==> src/rtl/exc_frame_pkg.sv <==
package exc_frame_pkg;
  typedef enum logic [1:0] {
    GRP_RESET = 2'd0,
    GRP_FAULT = 2'd1,
    GRP_ONE   = 2'd2,
    GRP_TWO   = 2'd3
  } exc_grp_e;

  typedef enum logic [2:0] {
    ST_IDLE,
    ST_PUSH,
    ST_POP_FMT,
    ST_POP_BODY,
    ST_FIN
  } seq_st_e;

  localparam logic [3:0] FMT_SHORT = 4'h0;
  localparam logic [3:0] FMT_LONG  = 4'h8;
  localparam logic [7:0] FILL_TAG  = 8'hA5;
endpackage

==> src/rtl/exc_frame_word.sv <==
module exc_frame_word
  import exc_frame_pkg::*;
#(
  parameter int DW = 16,
  parameter int IW = 5,
  parameter int HDR_N = 4
) (
  input  logic [IW-1:0]   idx_i,
  input  logic            long_i,
  input  logic [DW-1:0]   sr_i,
  input  logic [2*DW-1:0] pc_i,
  input  logic [7:0]      vec_i,
  output logic [DW-1:0]   word_o
);
  logic [IW-1:0] fill_idx;
  logic [3:0]    fmt;

  assign fill_idx = idx_i - IW'(HDR_N);
  assign fmt      = long_i ? FMT_LONG : FMT_SHORT;

  always_comb begin
    if (idx_i == IW'(0))      word_o = sr_i;
    else if (idx_i == IW'(1)) word_o = pc_i[2*DW-1:DW];
    else if (idx_i == IW'(2)) word_o = pc_i[DW-1:0];
    else if (idx_i == IW'(3)) word_o = DW'({fmt, 2'b00, vec_i, 2'b00});
    else                      word_o = DW'({FILL_TAG, 8'(fill_idx)});
  end
endmodule

==> src/rtl/exc_frame_ctrl.sv <==
module exc_frame_ctrl
  import exc_frame_pkg::*;
#(
  parameter int AW = 32,
  parameter int DW = 16,
  parameter int SHORT_N = 4,
  parameter int LONG_N = 29,
  parameter int IW = 5
) (
  input  logic            clk_i,
  input  logic            rst_ni,
  input  logic            entry_i,
  input  logic            rte_i,
  input  exc_grp_e        grp_i,
  input  logic [AW-1:0]   sp_i,
  input  logic            mem_ack_i,
  input  logic [DW-1:0]   mem_rdata_i,
  output logic            cap_o,
  output logic [IW-1:0]   idx_o,
  output logic            long_o,
  output logic            mem_req_o,
  output logic            mem_we_o,
  output logic [AW-1:0]   mem_addr_o,
  output logic            busy_o,
  output logic            done_o,
  output logic            fmt_err_o,
  output logic [AW-1:0]   sp_o,
  output logic [DW-1:0]   sr_o,
  output logic [2*DW-1:0] pc_o
);
  localparam logic [AW-1:0] SHORT_B = AW'(2 * SHORT_N);
  localparam logic [AW-1:0] LONG_B  = AW'(2 * LONG_N);
  localparam logic [AW-1:0] FMT_OFS = AW'(2 * (SHORT_N - 1));

  seq_st_e        st_q;
  logic [IW-1:0]  idx_q, last_q;
  logic           long_q, err_q;
  logic [AW-1:0]  base_q, sp_q;
  logic [DW-1:0]  sr_stg_q, pc_hi_q, sr_q;
  logic [2*DW-1:0] pc_q;
  logic [3:0]     rd_fmt;
  logic           is_fault;

  assign rd_fmt   = mem_rdata_i[DW-1:DW-4];
  assign is_fault = (grp_i == GRP_FAULT);

  always_ff @(posedge clk_i or negedge rst_ni) begin
    if (!rst_ni) begin
      st_q     <= ST_IDLE;
      idx_q    <= '0;
      last_q   <= '0;
      long_q   <= 1'b0;
      err_q    <= 1'b0;
      base_q   <= '0;
      sp_q     <= '0;
      sr_stg_q <= '0;
      pc_hi_q  <= '0;
      sr_q     <= '0;
      pc_q     <= '0;
    end else begin
      unique case (st_q)
        ST_IDLE: begin
          if (entry_i) begin
            err_q  <= 1'b0;
            long_q <= is_fault;
            idx_q  <= '0;
            if (grp_i == GRP_RESET) begin
              sp_q <= sp_i;
              st_q <= ST_FIN;
            end else begin
              base_q <= sp_i - (is_fault ? LONG_B : SHORT_B);
              last_q <= is_fault ? IW'(LONG_N - 1) : IW'(SHORT_N - 1);
              st_q   <= ST_PUSH;
            end
          end else if (rte_i) begin
            err_q  <= 1'b0;
            base_q <= sp_i;
            st_q   <= ST_POP_FMT;
          end
        end
        ST_PUSH: if (mem_ack_i) begin
          if (idx_q == last_q) begin
            sp_q <= base_q;
            st_q <= ST_FIN;
          end else begin
            idx_q <= idx_q + IW'(1);
          end
        end
        ST_POP_FMT: if (mem_ack_i) begin
          if (rd_fmt == FMT_SHORT || rd_fmt == FMT_LONG) begin
            long_q <= (rd_fmt == FMT_LONG);
            idx_q  <= '0;
            st_q   <= ST_POP_BODY;
          end else begin
            err_q <= 1'b1;
            sp_q  <= base_q;
            st_q  <= ST_FIN;
          end
        end
        ST_POP_BODY: if (mem_ack_i) begin
          idx_q <= idx_q + IW'(1);
          if (idx_q == IW'(0)) sr_stg_q <= mem_rdata_i;
          else if (idx_q == IW'(1)) pc_hi_q <= mem_rdata_i;
          else begin
            sr_q <= sr_stg_q;
            pc_q <= {pc_hi_q, mem_rdata_i};
            sp_q <= base_q + (long_q ? LONG_B : SHORT_B);
            st_q <= ST_FIN;
          end
        end
        default: st_q <= ST_IDLE;
      endcase
    end
  end

  assign cap_o      = (st_q == ST_IDLE) && entry_i;
  assign idx_o      = idx_q;
  assign long_o     = long_q;
  assign mem_req_o  = (st_q == ST_PUSH) || (st_q == ST_POP_FMT) || (st_q == ST_POP_BODY);
  assign mem_we_o   = (st_q == ST_PUSH);
  assign mem_addr_o = (st_q == ST_POP_FMT) ? base_q + FMT_OFS
                                           : base_q + (AW'(idx_q) << 1);
  assign busy_o     = mem_req_o;
  assign done_o     = (st_q == ST_FIN);
  assign fmt_err_o  = err_q;
  assign sp_o       = sp_q;
  assign sr_o       = sr_q;
  assign pc_o       = pc_q;
endmodule

==> src/rtl/exc_frame_seq.sv <==
module exc_frame_seq
  import exc_frame_pkg::*;
#(
  parameter int AW = 32,
  parameter int DW = 16,
  parameter int SHORT_N = 4,
  parameter int LONG_N = 29
) (
  input  logic            clk_i,
  input  logic            rst_ni,
  input  logic            entry_i,
  input  logic            rte_i,
  input  logic [1:0]      grp_i,
  input  logic [DW-1:0]   sr_i,
  input  logic [2*DW-1:0] pc_i,
  input  logic [7:0]      vec_i,
  input  logic [AW-1:0]   sp_i,
  output logic            mem_req_o,
  output logic            mem_we_o,
  output logic [AW-1:0]   mem_addr_o,
  output logic [DW-1:0]   mem_wdata_o,
  input  logic            mem_ack_i,
  input  logic [DW-1:0]   mem_rdata_i,
  output logic            busy_o,
  output logic            done_o,
  output logic            fmt_err_o,
  output logic [AW-1:0]   sp_o,
  output logic [DW-1:0]   sr_o,
  output logic [2*DW-1:0] pc_o
);
  localparam int IW = $clog2(LONG_N + 1);

  logic            cap;
  logic [IW-1:0]   idx;
  logic            long_frm;
  logic [DW-1:0]   sr_c;
  logic [2*DW-1:0] pc_c;
  logic [7:0]      vec_c;

  always_ff @(posedge clk_i or negedge rst_ni) begin
    if (!rst_ni) begin
      sr_c  <= '0;
      pc_c  <= '0;
      vec_c <= '0;
    end else if (cap) begin
      sr_c  <= sr_i;
      pc_c  <= pc_i;
      vec_c <= vec_i;
    end
  end

  exc_frame_ctrl #(
    .AW(AW), .DW(DW), .SHORT_N(SHORT_N), .LONG_N(LONG_N), .IW(IW)
  ) u_ctrl (
    .clk_i      (clk_i),
    .rst_ni     (rst_ni),
    .entry_i    (entry_i),
    .rte_i      (rte_i),
    .grp_i      (exc_grp_e'(grp_i)),
    .sp_i       (sp_i),
    .mem_ack_i  (mem_ack_i),
    .mem_rdata_i(mem_rdata_i),
    .cap_o      (cap),
    .idx_o      (idx),
    .long_o     (long_frm),
    .mem_req_o  (mem_req_o),
    .mem_we_o   (mem_we_o),
    .mem_addr_o (mem_addr_o),
    .busy_o     (busy_o),
    .done_o     (done_o),
    .fmt_err_o  (fmt_err_o),
    .sp_o       (sp_o),
    .sr_o       (sr_o),
    .pc_o       (pc_o)
  );

  exc_frame_word #(.DW(DW), .IW(IW), .HDR_N(SHORT_N)) u_word (
    .idx_i (idx),
    .long_i(long_frm),
    .sr_i  (sr_c),
    .pc_i  (pc_c),
    .vec_i (vec_c),
    .word_o(mem_wdata_o)
  );
endmodule

==> config.mk <==
export PLATFORM = sky130hd
export DESIGN_NAME = exc_frame_seq
export DESIGN_NICKNAME = d
export VERILOG_FILES = /design/src/rtl/exc_frame_pkg.sv /design/src/rtl/exc_frame_word.sv /design/src/rtl/exc_frame_ctrl.sv /design/src/rtl/exc_frame_seq.sv
export SDC_FILE = /design/constraint.sdc
export NUM_CORES = 1
export LEC_CHECK = 0
export BUFFER_PORTS_ARGS = -buffer_cell sky130_fd_sc_hd__buf_4
export CORE_ASPECT_RATIO = 1.1
export CORE_MARGIN = 2
export CORE_UTILIZATION = 60
export CTS_CLUSTER_SIZE = 8
export DETAILED_ROUTE_END_ITERATION = 10
export MAX_ROUTING_LAYER = met4
export PLACE_DENSITY = 0.95
export SLEW_MARGIN = 20
export SYNTH_ARGS = -nofsm -noshare
export SYNTH_HDL_FRONTEND = slang
export SYNTH_HIERARCHICAL = 1
export SYNTH_SLANG_ARGS = --single-unit
==> constraint.sdc <==
create_clock -name clk_i -period 5.6 [get_ports clk_i]
set_clock_uncertainty 0.1 [all_clocks]
set_input_delay 0.28 -clock clk_i [delete_from_list [all_inputs] [get_ports clk_i]]
set_output_delay 0.28 -clock clk_i [all_outputs]
set_load 0.02 [all_outputs]
==> results of run 1 <==
-- worst min-delay path: stages --
cell and delay [ps]:
buf_4 120, o22ai_1 90, o21ai_0 140
-- kinds of logic (layout without fill, tap and decap cells) --
logic type      count (synthesis)  count (layout)
simple gates                  336             336
compound gates                218             218
flops                         212             212
mux                           157             157
buf+inv                        99             418
xor+xnor                       64              64
fa+ha+maj                      18              18
other cells                     0               1
-- placed cells by master (no fill, tap or decap), types with 6 or more instances in the layout --
cell type | netlist | final
nor4_1 | 12 | 12
nor2_1 | 96 | 96
dlygate4sd3_1 | 0 | 105
and3_1 | 7 | 7
nand3b_1 | 8 | 8
o21a_1 | 6 | 6
o22ai_1 | 13 | 13
nor3_1 | 24 | 22
and4_1 | 7 | 7
a211oi_1 | 7 | 7
nand2_1 | 82 | 82
a31oi_1 | 6 | 6
dfrtp_1 | 212 | 212
mux2i_1 | 11 | 11
xor2_1 | 30 | 30
nand3_1 | 29 | 28
a21oi_1 | 60 | 60
inv_1 | 24 | 24
o31ai_1 | 7 | 7
nand4_1 | 18 | 18
xnor2_1 | 34 | 34
mux2_2 | 100 | 100
and2_1 | 7 | 7
o21ai_0 | 53 | 53
buf_4 | 2 | 252
nor2b_1 | 10 | 10
mux2_4 | 40 | 40
clkbuf_16 | 0 | 30
a22oi_1 | 6 | 6
ha_1 | 16 | 16
nand2b_1 | 9 | 9
-- what timing repair did --
item | 4_1_cts | 5_1_grt
hold endpoints to repair | 246 | 0
hold buffers | 105 | 0
buffers inserted | 0 | 0
gates resized for setup | 0 | 0
-- state kept, by name (all words and copies together) (netlist names) --
signal / cells
pc_c: 32
u_ctrl/pc_hi_q: 16
u_ctrl/sr_stg_q: 16
u_ctrl/last_q: 2
u_ctrl/pc_o: 32
u_ctrl/st_q: 3
vec_c: 8
sr_c: 16
u_ctrl/sp_o: 32
u_ctrl/long_o: 1
u_ctrl/sr_o: 16
u_ctrl/idx_o: 5
u_ctrl/fmt_err_o: 1
u_ctrl/base_q: 32
-- stage by stage --
| step | std cells | worst slack, ps | hold WS, ps |
|---|---|---|---|
| 2_1_floorplan | 1104 | 2280 | -116 |
| 3_3_place_gp | 1532 | 1950 | 303 |
| 3_5_place_dp | 1532 | 1840 | 308 |
| 6_report | 1671 | 954 | 17.5 |
| 4_1_cts | 1670 | 1220 | 2.59 |
| 5_1_grt | 1670 | 881 | 1.91 |
-- power by group --
| part | internal [mW] | total, mW | switching (mW) |
|---|---|---|---|
| logic | 2.20 | 5.27 | 3.07 |
| clock network | 0.936 | 1.62 | 0.687 |
| registers | 2.21 | 3.01 | 0.800 |
| total | 5.34 | 9.90 | 4.56 |
-- worst paths after layout --
kind	from	end	slack [ps]	cells after the start
max	u_ctrl/st_q[1]	mem_addr_o[31]	950	12
min	sp_i[5]	u_ctrl/sp_o[5]	20	3
max reg2reg	u_ctrl/st_q[0]	u_ctrl/base_q[2]	1810	7
min reg2reg	u_ctrl/sp_o[10]	u_ctrl/sp_o[10]	380	2
max in group asynchronous	rst_ni	sr_c[11]	4080	3
min in group asynchronous	rst_ni	u_ctrl/base_q[26]	220	2
-- layer usage --
metal / vias to the layer above / wire length [um] / GRT usage
met1: 5292 / 15200 / 0.506
met5: - / 0 / -
met4: 0 / 3780 / 0.295
li1: 4590 / - / -
met3: 308 / 4630 / 0.0946
met2: 995 / 20900 / 0.714
-- cells in the mapped netlist, types with 6 or more instances --
master	n
dfrtp_1	212
mux2_2	100
nor2_1	96
nand2_1	82
a21oi_1	60
o21ai_0	53
mux2_4	40
xnor2_1	34
buf_2	32
xor2_1	30
nand3_1	29
clkbuf_1	26
inv_1	24
nor3_1	24
nand4_1	18
ha_1	16
o22ai_1	13
nor4_1	12
mux2i_1	11
nor2b_1	10
nand2b_1	9
nand3b_1	8
a211oi_1	7
and2_1	7
and3_1	7
and4_1	7
buf_6	7
o31ai_1	7
a22oi_1	6
a31oi_1	6
o21a_1	6
-- cell type report --
cell class	instances	area [um2]
fill	1028	3740
clock buffer	31	754
timing repair buffer	359	2980
sequential	212	5310
multi-input combinational	793	5890
antenna	1	2.50
clock inverter	2	21.3
inverter	26	97.6
tap	247	309
==> impl_metrics.env, run 1 <==
export IMPL_outcome="complete, no violations"
export IMPL_fin_nets=1550
export IMPL_rows=53
export IMPL_core_area_um2=19100
export IMPL_hold_path_class="input port to register"
export IMPL_track_usage=0.446
export IMPL_drt_iter0_drc=1470
export IMPL_synth_area_um2=11600
export IMPL_clkSinkCount=212
export IMPL_cp_top_family="simple AND/OR/NAND/NOR gates"
export IMPL_wire_per_inst_um=26.6
export IMPL_finalCritPeriodShare=0.830
export IMPL_tns_ps=0
export IMPL_total_power_mw=9.90
export IMPL_start_util=0.610
export IMPL_ys_warn_count=6
export IMPL_drive_above_1_share=0.320
export IMPL_port_buffers=243
export IMPL_grt_max_degree=115
export IMPL_synthXorXnorAreaFrac=0.0481
export IMPL_syn_area_per_cell_um2=10.5
export IMPL_clk_latency_ps=560
export IMPL_synthMuxAreaShare=0.170
export IMPL_dieArea_um2=20500
export IMPL_yosysUniqueCellTypes=78
export IMPL_grt_pass1_wl_um=67000
export IMPL_ant_nets=0
export IMPL_fin_util=0.804
export IMPL_grt_ovfl_total=0
export IMPL_wirelength_um=44500
export IMPL_hpwlAfterDp_um=24900
export IMPL_critPathKind="register to output port"
export IMPL_fin_crit_ps=4650
export IMPL_cts_buffers=30
export IMPL_post_dp_cell_area_um2=13500
export IMPL_clock_path_buffers=3
export IMPL_p_per_area_nw_per_um2=645
export IMPL_crit_arrival_ps=4270
export IMPL_critPathLaunchType="register"
export IMPL_worst_path_buf_inv=2
export IMPL_drcViolationCount=0
export IMPL_crit_chain="buf_4 > nand2b_1 > nor2_1 > nor2b_1 > ha_1 > nor2b_1 > o21a_1 > o21ai_0 > a21oi_1 > nand4_1 > xnor2_1 > buf_4"
export IMPL_synth_area_leaders="dfrtp_1 46%, mux2_2 9.7%, mux2_4 5.2%"
export IMPL_async_flop_share=1.00
export IMPL_ys_seq_area_frac=0.456
export IMPL_setup_viol=0
export IMPL_max_slew_margin_rel=0.221
export IMPL_p_leak_nw=7.02
export IMPL_clkTransAtPathRegs_ps=50
export IMPL_crit_fanout=25
export IMPL_grt_antenna_before_repair=0
export IMPL_ir_worst_vdd_uv=540
export IMPL_grt_pass1_vias=11400
export IMPL_cpPeakStageDelay_ps=830
export IMPL_synth_seq_cells=212
export IMPL_viasPerCell=6.69
export IMPL_synth_fp_nets=1232
export IMPL_cts_root_buf="clkbuf_16"
export IMPL_vias=11200
export IMPL_synth_ff_type="dfrtp_1"
export IMPL_synth_edff_count=0
export IMPL_rsz0062_at_grt="no"
export IMPL_finalHoldViolations=0
export IMPL_area_growth_syn_to_layout_pct=31.9
export IMPL_design_area_um2=15400
export IMPL_synth_top_area_share=0.456
export IMPL_num_io_pins=244
export IMPL_synthAdderAreaFrac=0.0198
export IMPL_die_w_um=137
export IMPL_crit_slowest_cell="a21oi_1"
export IMPL_cts_max_level=1
export IMPL_synth_top_family_by_area="multiplexers"
export IMPL_die_h_um=150
export IMPL_synth_largest_area_cell="dfrtp_1"
export IMPL_crit_path_end_kind="output port"
export IMPL_yosys_area_share_simple=0.146
export IMPL_worstPathRequired_ps=5220
export IMPL_worst_pin_slew_ps=1170
export IMPL_cap_violations=0
export IMPL_gp_congestion=1.03
export IMPL_netlist_instances=1104
export IMPL_firstDrtPassIters=7
export IMPL_synth_compound_area_frac=0.120
export IMPL_maxSlewViolCount=0
export IMPL_cts_tree="done"
export IMPL_fmax_mhz=215
Power figures use the tool's default switching activity.
==> run 2, diff against run 1 <==
--- a/config.mk
+++ b/config.mk
@@ -5,14 +5,15 @@
 export SDC_FILE = /design/constraint.sdc
 export NUM_CORES = 1
 export LEC_CHECK = 0
+export ABC_AREA = 1
 export BUFFER_PORTS_ARGS = -buffer_cell sky130_fd_sc_hd__buf_4
 export CORE_ASPECT_RATIO = 1.1
 export CORE_MARGIN = 2
-export CORE_UTILIZATION = 60
+export CORE_UTILIZATION = 56
 export CTS_CLUSTER_SIZE = 8
 export DETAILED_ROUTE_END_ITERATION = 10
 export MAX_ROUTING_LAYER = met4
-export PLACE_DENSITY = 0.95
+export PLACE_DENSITY = 0.93
 export SLEW_MARGIN = 20
 export SYNTH_ARGS = -nofsm -noshare
 export SYNTH_HDL_FRONTEND = slang
==> constraint.sdc (replaced) <==
create_clock -name clk_i -period 4.7 [get_ports clk_i]
set_clock_uncertainty 0.1 [all_clocks]
set_input_delay 0.235 -clock clk_i [delete_from_list [all_inputs] [get_ports clk_i]]
set_output_delay 0.235 -clock clk_i [all_outputs]
set_load 0.02 [all_outputs]
==> impl_metrics.env, run 2 <==
export IMPL_synth_largest_area_cell="dfrtp_1"
export IMPL_critPathLaunchType="register"
export IMPL_syn_area_per_cell_um2=7.50
export IMPL_rows=55
export IMPL_drt_iter0_drc=1743
export IMPL_grt_busiest_layer="met2"
export IMPL_total_power_mw=10.4
export IMPL_maxSlewViolCount=0
export IMPL_worstPathRequired_ps=4370
export IMPL_track_usage=0.396
export IMPL_reg2reg_depth=12
export IMPL_stdcell_count=2171
export IMPL_grt_pass1_wl_um=66900
export IMPL_outcome="complete, no violations"
export IMPL_hold_path_class="input port to register"
export IMPL_clock_path_buffers=3
export IMPL_critPathKind="register to output port"
export IMPL_reg2reg_from="u_ctrl/st_q[1]"
export IMPL_netlist_instances=1575
export IMPL_clkSinkCount=212
export IMPL_layout_common_cells="574 x nand2_1, 251 x buf_4, 212 x dfrtp_1"
export IMPL_clkTransAtPathRegs_ps=50
export IMPL_hold_buffers=107
export IMPL_fin_crit_ps=4050
export IMPL_die_w_um=142
export IMPL_cts_tree="done"
export IMPL_ys_seq_area_frac=0.449
export IMPL_synth_area_leaders="dfrtp_1 45%, nand2_1 18%, nand3_1 4.8%"
export IMPL_cap_violations=0
export IMPL_synth_most_common_cell="nand2_1"
export IMPL_yosysUniqueCellTypes=46
export IMPL_cts_setup_buffers=0
export IMPL_vias=12800
export IMPL_grt_antenna_before_repair=1
export IMPL_synth_ff_type="dfrtp_1"
export IMPL_synth_top_area_share=0.449
export IMPL_ant_nets=0
export IMPL_crit_path_end_kind="output port"
export IMPL_num_io_pins=244
export IMPL_max_slew_margin_rel=0.354
export IMPL_synth_area_um2=11800
export IMPL_start_util=0.572
export IMPL_cts_buffers=30
export IMPL_crit_fanout=9
export IMPL_post_cts_resized=0
export IMPL_rr_endpoint="u_ctrl/base_q[5]"
export IMPL_setup_viol=0
export IMPL_wirelength_um=43300
export IMPL_rsz0062_at_grt="no"
export IMPL_synth_edff_count=0
export IMPL_p_comb_frac=0.501
export IMPL_die_h_um=156
export IMPL_port_buffers=243
export IMPL_ys_warn_count=6
export IMPL_gp_congestion=1.08
export IMPL_seqPwrFrac=0.313
export IMPL_cts_max_level=1
export IMPL_pwr_share_clk=0.186
export IMPL_drcViolationCount=0
export IMPL_whs_ps=45.4
export IMPL_place_inst=2028
export IMPL_worst_pin_slew_ps=966
export IMPL_fin_nets=2039
export IMPL_worstHoldStart="sp_i[10]"
export IMPL_final_common_cell="nand2_1"
export IMPL_min_to="u_ctrl/base_q[10]"
export IMPL_min_path_cells=4
export IMPL_area_growth_syn_to_layout_pct=32.0
export IMPL_tns_ps=0
export IMPL_p_sw_mw=4.90
export IMPL_drive_above_1_share=0.184
export IMPL_gr_usage_met2=0.627
export IMPL_met1_usage=0.491
export IMPL_viasPerCell=5.91
export IMPL_finalHoldViolations=0
export IMPL_firstDrtPassIters=8
export IMPL_cts_root_buf="clkbuf_16"
export IMPL_dieArea_um2=22300
export IMPL_core_area_um2=20600
export IMPL_synth_fp_nets=1703
export IMPL_synth_seq_cells=212
export IMPL_grt_ovfl_total=0
export IMPL_switching_share=0.471
export IMPL_ir_worst_vdd_uv=609
export IMPL_synthTopCellsByCount="574 x nand2_1, 212 x dfrtp_1, 148 x inv_1"
export IMPL_hpwlAfterDp_um=27100
export IMPL_async_flop_share=1.00
export IMPL_fmax_mhz=247
export IMPL_wire_per_inst_um=20.0
export IMPL_rrSetupSlack_ps=1340
export IMPL_p_leak_nw=8.16
export IMPL_finalCritPeriodShare=0.862
export IMPL_p_int_mw=5.50
export IMPL_grt_pass1_vias=12500
export IMPL_clk_latency_ps=570
export IMPL_fin_util=0.755
export IMPL_grt_max_degree=115
export IMPL_p_per_area_nw_per_um2=667
export IMPL_crit_arrival_ps=3720
export IMPL_grtUsageMet3=0.0793
-- run 2: cell types whose count changed after synthesis, sizes merged, moves of 11 or more --
cell / previous run / this run
buf: 46 / 33
inv: 26 / 158
nor4: 14 / 2
mux2: 140 / 32
nand2: 82 / 581
xnor2: 34 / 4
o21ai: 54 / 117
nand3: 29 / 116
nor2: 97 / 112
mux2i: 11 / 0
o22ai: 13 / 1
-- run 2: how the worst max path moves through the flow --
| stage | to | startpoint | slack (ps) | depth (start not counted) |
|---|---|---|---|---|
| floorplan | mem_addr_o[29] | u_ctrl/st_q[2] | 1780 | 13 |
| global placement | mem_addr_o[21] | u_ctrl/st_q[2] | 1370 | 14 |
| detailed placement | mem_addr_o[21] | u_ctrl/st_q[2] | 1290 | 14 |
| CTS | mem_addr_o[21] | u_ctrl/st_q[2] | 700 | 14 |
| global route | mem_addr_o[29] | u_ctrl/st_q[2] | 440 | 14 |
| finish | mem_addr_o[21] | u_ctrl/st_q[2] | 650 | 14 |
-- run 2: worst max-delay path: stages (launching register included) --
cell	delay, ps
dfrtp_1	450
inv_2	120
nand3_2	180
nand2_1	110
ha_1	160
inv_1	60
fa_1	400
o21ai_1	240
a21oi_1	130
nor2_2	410
nand2_1	160
nor2_1	320
nand2_1	110
xor2_1	170
buf_4	170
-- run 2: metrics by stage --
step | instance area, um2 | worst slack (ps)
global placement | 13700 | 1370
detailed placement | 13700 | 1290
CTS | 15600 | 698
floorplan | 11800 | 1780
finish | 15600 | 646
global route | 15600 | 439
-- run 2: cells by family (layout without fill, tap and decap cells) --
kind of cell    Yosys count  count (layout)  share of synthesized area
mux                      32              32                     0.0305
other cells               0               2                          0
flops                   212             212                      0.449
compound gates          197             197                     0.0903
simple gates            862             862                      0.302
fa+ha+maj                17              17                     0.0187
xor+xnor                 40              40                     0.0297
buf+inv                 215             553                     0.0793
-- run 2: routing by layer --
layer  vias to the layer above  routed length, um  part of all wire
li1                       5686                  -                 -
met1                      5948              15900              0.37
met5                         -                  0                 0
met2                       971              20300              0.47
met3                       219               4760              0.11
met4                         0               2370             0.055
-- run 2: power groups by stage --
| stage | sequential, mW | combinational [mW] | clock, mW |
|---|---|---|---|
| floorplan | 3.27 | 2.91 | 0 |
| global placement | 3.14 | 4.72 | 0 |
| detailed placement | 3.18 | 4.86 | 0 |
| CTS | 3.17 | 5.00 | 1.93 |
| global route | 3.30 | 5.59 | 2.02 |
| finish | 3.25 | 5.21 | 1.94 |
-- run 2: final cells by class --
| class | instances | area [um2] |
|---|---|---|
| Sequential cell | 212 | 5310 |
| Antenna cell | 2 | 5.00 |
| Inverter | 160 | 601 |
| Clock buffer | 33 | 772 |
| Multi-Input combinational cell | 1148 | 5580 |
| Tap cell | 256 | 320 |
| Clock inverter | 1 | 30.0 |
| Timing Repair Buffer | 359 | 2970 |
| Fill cell | 1393 | 5060 |
==> run 3, diff against run 2 <==
--- a/config.mk
+++ b/config.mk
@@ -8,7 +8,6 @@
 export ABC_AREA = 1
 export BUFFER_PORTS_ARGS = -buffer_cell sky130_fd_sc_hd__buf_4
 export CORE_ASPECT_RATIO = 1.1
-export CORE_MARGIN = 2
 export CORE_UTILIZATION = 56
 export CTS_CLUSTER_SIZE = 8
 export DETAILED_ROUTE_END_ITERATION = 10
==> constraint.sdc (replaced) <==
create_clock -name clk_i -period 4.32 [get_ports clk_i]
set_clock_uncertainty 0.1 [all_clocks]
set_input_delay 0.216 -clock clk_i [delete_from_list [all_inputs] [get_ports clk_i]]
set_output_delay 0.216 -clock clk_i [all_outputs]
set_load 0.02 [all_outputs]
==> impl_metrics.env, run 3 (synthesized netlist as in run 2, its figures left out) <==
export IMPL_outcome="complete, no violations"
export IMPL_fin_nets=2040
export IMPL_clock_path_buffers=3
export IMPL_cpPeakStageDelay_ps=450
export IMPL_clk_latency_ps=580
export IMPL_p_leak_nw=8.17
export IMPL_whs_ps=35.6
export IMPL_cts_max_level=1
export IMPL_wirelength_um=44800
export IMPL_grt_max_degree=98
export IMPL_track_usage=0.426
export IMPL_hold_path_class="input port to register"
export IMPL_grt_pass1_vias=12600
export IMPL_firstDrtPassIters=8
export IMPL_worstPathRequired_ps=4000
export IMPL_rsz0062_at_grt="no"
export IMPL_ir_worst_vdd_uv=434
export IMPL_start_util=0.572
export IMPL_finalHoldViolations=0
export IMPL_drcViolationCount=0
export IMPL_hpwlAfterDp_um=27600
export IMPL_wl_met1_um=16200
export IMPL_post_dp_cell_area_um2=13700
export IMPL_gp_congestion=1.05
export IMPL_crit_arrival_ps=3620
export IMPL_cap_violations=0
export IMPL_crit_slowest_cell="dfrtp_1"
export IMPL_viasPerCell=5.99
export IMPL_die_w_um=140
export IMPL_p_per_area_nw_per_um2=730
export IMPL_fin_crit_ps=3940
export IMPL_drt_iter0_drc=1832
export IMPL_vias=13000
export IMPL_place_inst=2028
export IMPL_fmax_mhz=254
export IMPL_grt_pass1_wl_um=68500
export IMPL_wl_met2_um=20800
export IMPL_crit_chain="inv_2 > nand3_2 > nand2_1 > ha_1 > inv_1 > fa_1 > o21ai_1 > a21oi_1 > nor2_2 > nand2_1 > nor2_1 > nand2_1 > xor2_1 > buf_4"
export IMPL_grt_ovfl_total=0
export IMPL_crit_fanout=9
export IMPL_clkSinkCount=212
export IMPL_critPathKind="register to output port"
export IMPL_clkTransAtPathRegs_ps=60
export IMPL_stdcell_count=2170
export IMPL_port_buffers=243
export IMPL_maxSlewViolCount=0
export IMPL_place_ws_ps=1010
export IMPL_post_cts_resized=0
export IMPL_crit_path_end_kind="output port"
export IMPL_worst_pin_slew_ps=1070
export IMPL_design_area_um2=15600
export IMPL_cts_tree="done"
export IMPL_dieArea_um2=21700
export IMPL_ant_nets=0
export IMPL_finalCritPeriodShare=0.912
export IMPL_setup_viol=0
export IMPL_cts_root_buf="clkbuf_16"
export IMPL_final_setup_worst_slack_ps=381
export IMPL_total_power_mw=11.4
export IMPL_cts_setup_buffers=0
export IMPL_cp_common_cell="nand2_1"
export IMPL_core_area_um2=20600
export IMPL_layout_common_cells="574 x nand2_1, 251 x buf_4, 212 x dfrtp_1"
export IMPL_grt_antenna_before_repair=1
export IMPL_fin_util=0.756
export IMPL_max_slew_margin_rel=0.289
export IMPL_num_io_pins=244
export IMPL_die_h_um=154
export IMPL_rrSetupSlack_ps=870
export IMPL_met3WireLength_um=4960
export IMPL_final_common_cell="nand2_1"
export IMPL_top_layer="met4"
export IMPL_critPathLaunchType="register"
export IMPL_drive_above_1_share=0.185
export IMPL_area_growth_syn_to_layout_pct=32.1
export IMPL_cts_buffers=30
export IMPL_rows=55
export IMPL_tns_ps=0
export IMPL_wire_per_inst_um=20.6
## run 3: path summary, 6_finish.rpt
path / start / end / depth (start not counted)
min in group asynchronous: rst_ni / u_ctrl/sr_stg_q[2] / 2
max in group asynchronous: rst_ni / u_ctrl/idx_o[3] / 3
min: sp_i[9] / u_ctrl/base_q[9] / 4
min reg2reg: pc_c[8] / pc_c[8] / 2
max reg2reg: u_ctrl/st_q[0] / u_ctrl/base_q[5] / 10
max: u_ctrl/st_q[2] / mem_addr_o[21] / 14
## run 3: layer usage
metal / vias to the layer above / track usage
li1: 5680 / -
met1: 6049 / 0.507
met2: 1035 / 0.680
met3: 233 / 0.0802
met4: 0 / 0.246
met5: - / -
## run 3: timing repair
action / CTS / global route
endpoints found under the setup margin: 0 / 0
hold buffers: 108 / 0
hold endpoints to repair: 242 / 0
## run 3: critical path: cells and delay by family (launching register included)
kind                       cells  cell delay [ps]
adders and majority gates      2              560
xor gates and xnor gates       1              160
and+or+nand+nor                6             1250
AOI/OAI and AO/OA              2              340
buffers and inverters          3              330
DFF                            1              450
## run 3: final cells by class
| type | instances | area (um2) |
|---|---|---|
| Antenna cell | 1 | 2.50 |
| Clock buffer | 32 | 778 |
| Clock inverter | 1 | 30.0 |
| Fill cell | 1418 | 5050 |
| Inverter | 160 | 601 |
| Multi-Input combinational cell | 1148 | 5580 |
| Sequential cell | 212 | 5310 |
| Tap cell | 256 | 320 |
| Timing Repair Buffer | 360 | 2980 |
## run 3: where the power goes
| part | internal, mW | total, mW | switching [mW] |
|---|---|---|---|
| combinational | 1.96 | 5.71 | 3.75 |
| clock | 1.25 | 2.12 | 0.874 |
| sequential | 2.79 | 3.56 | 0.768 |
| total | 6.00 | 11.4 | 5.39 |
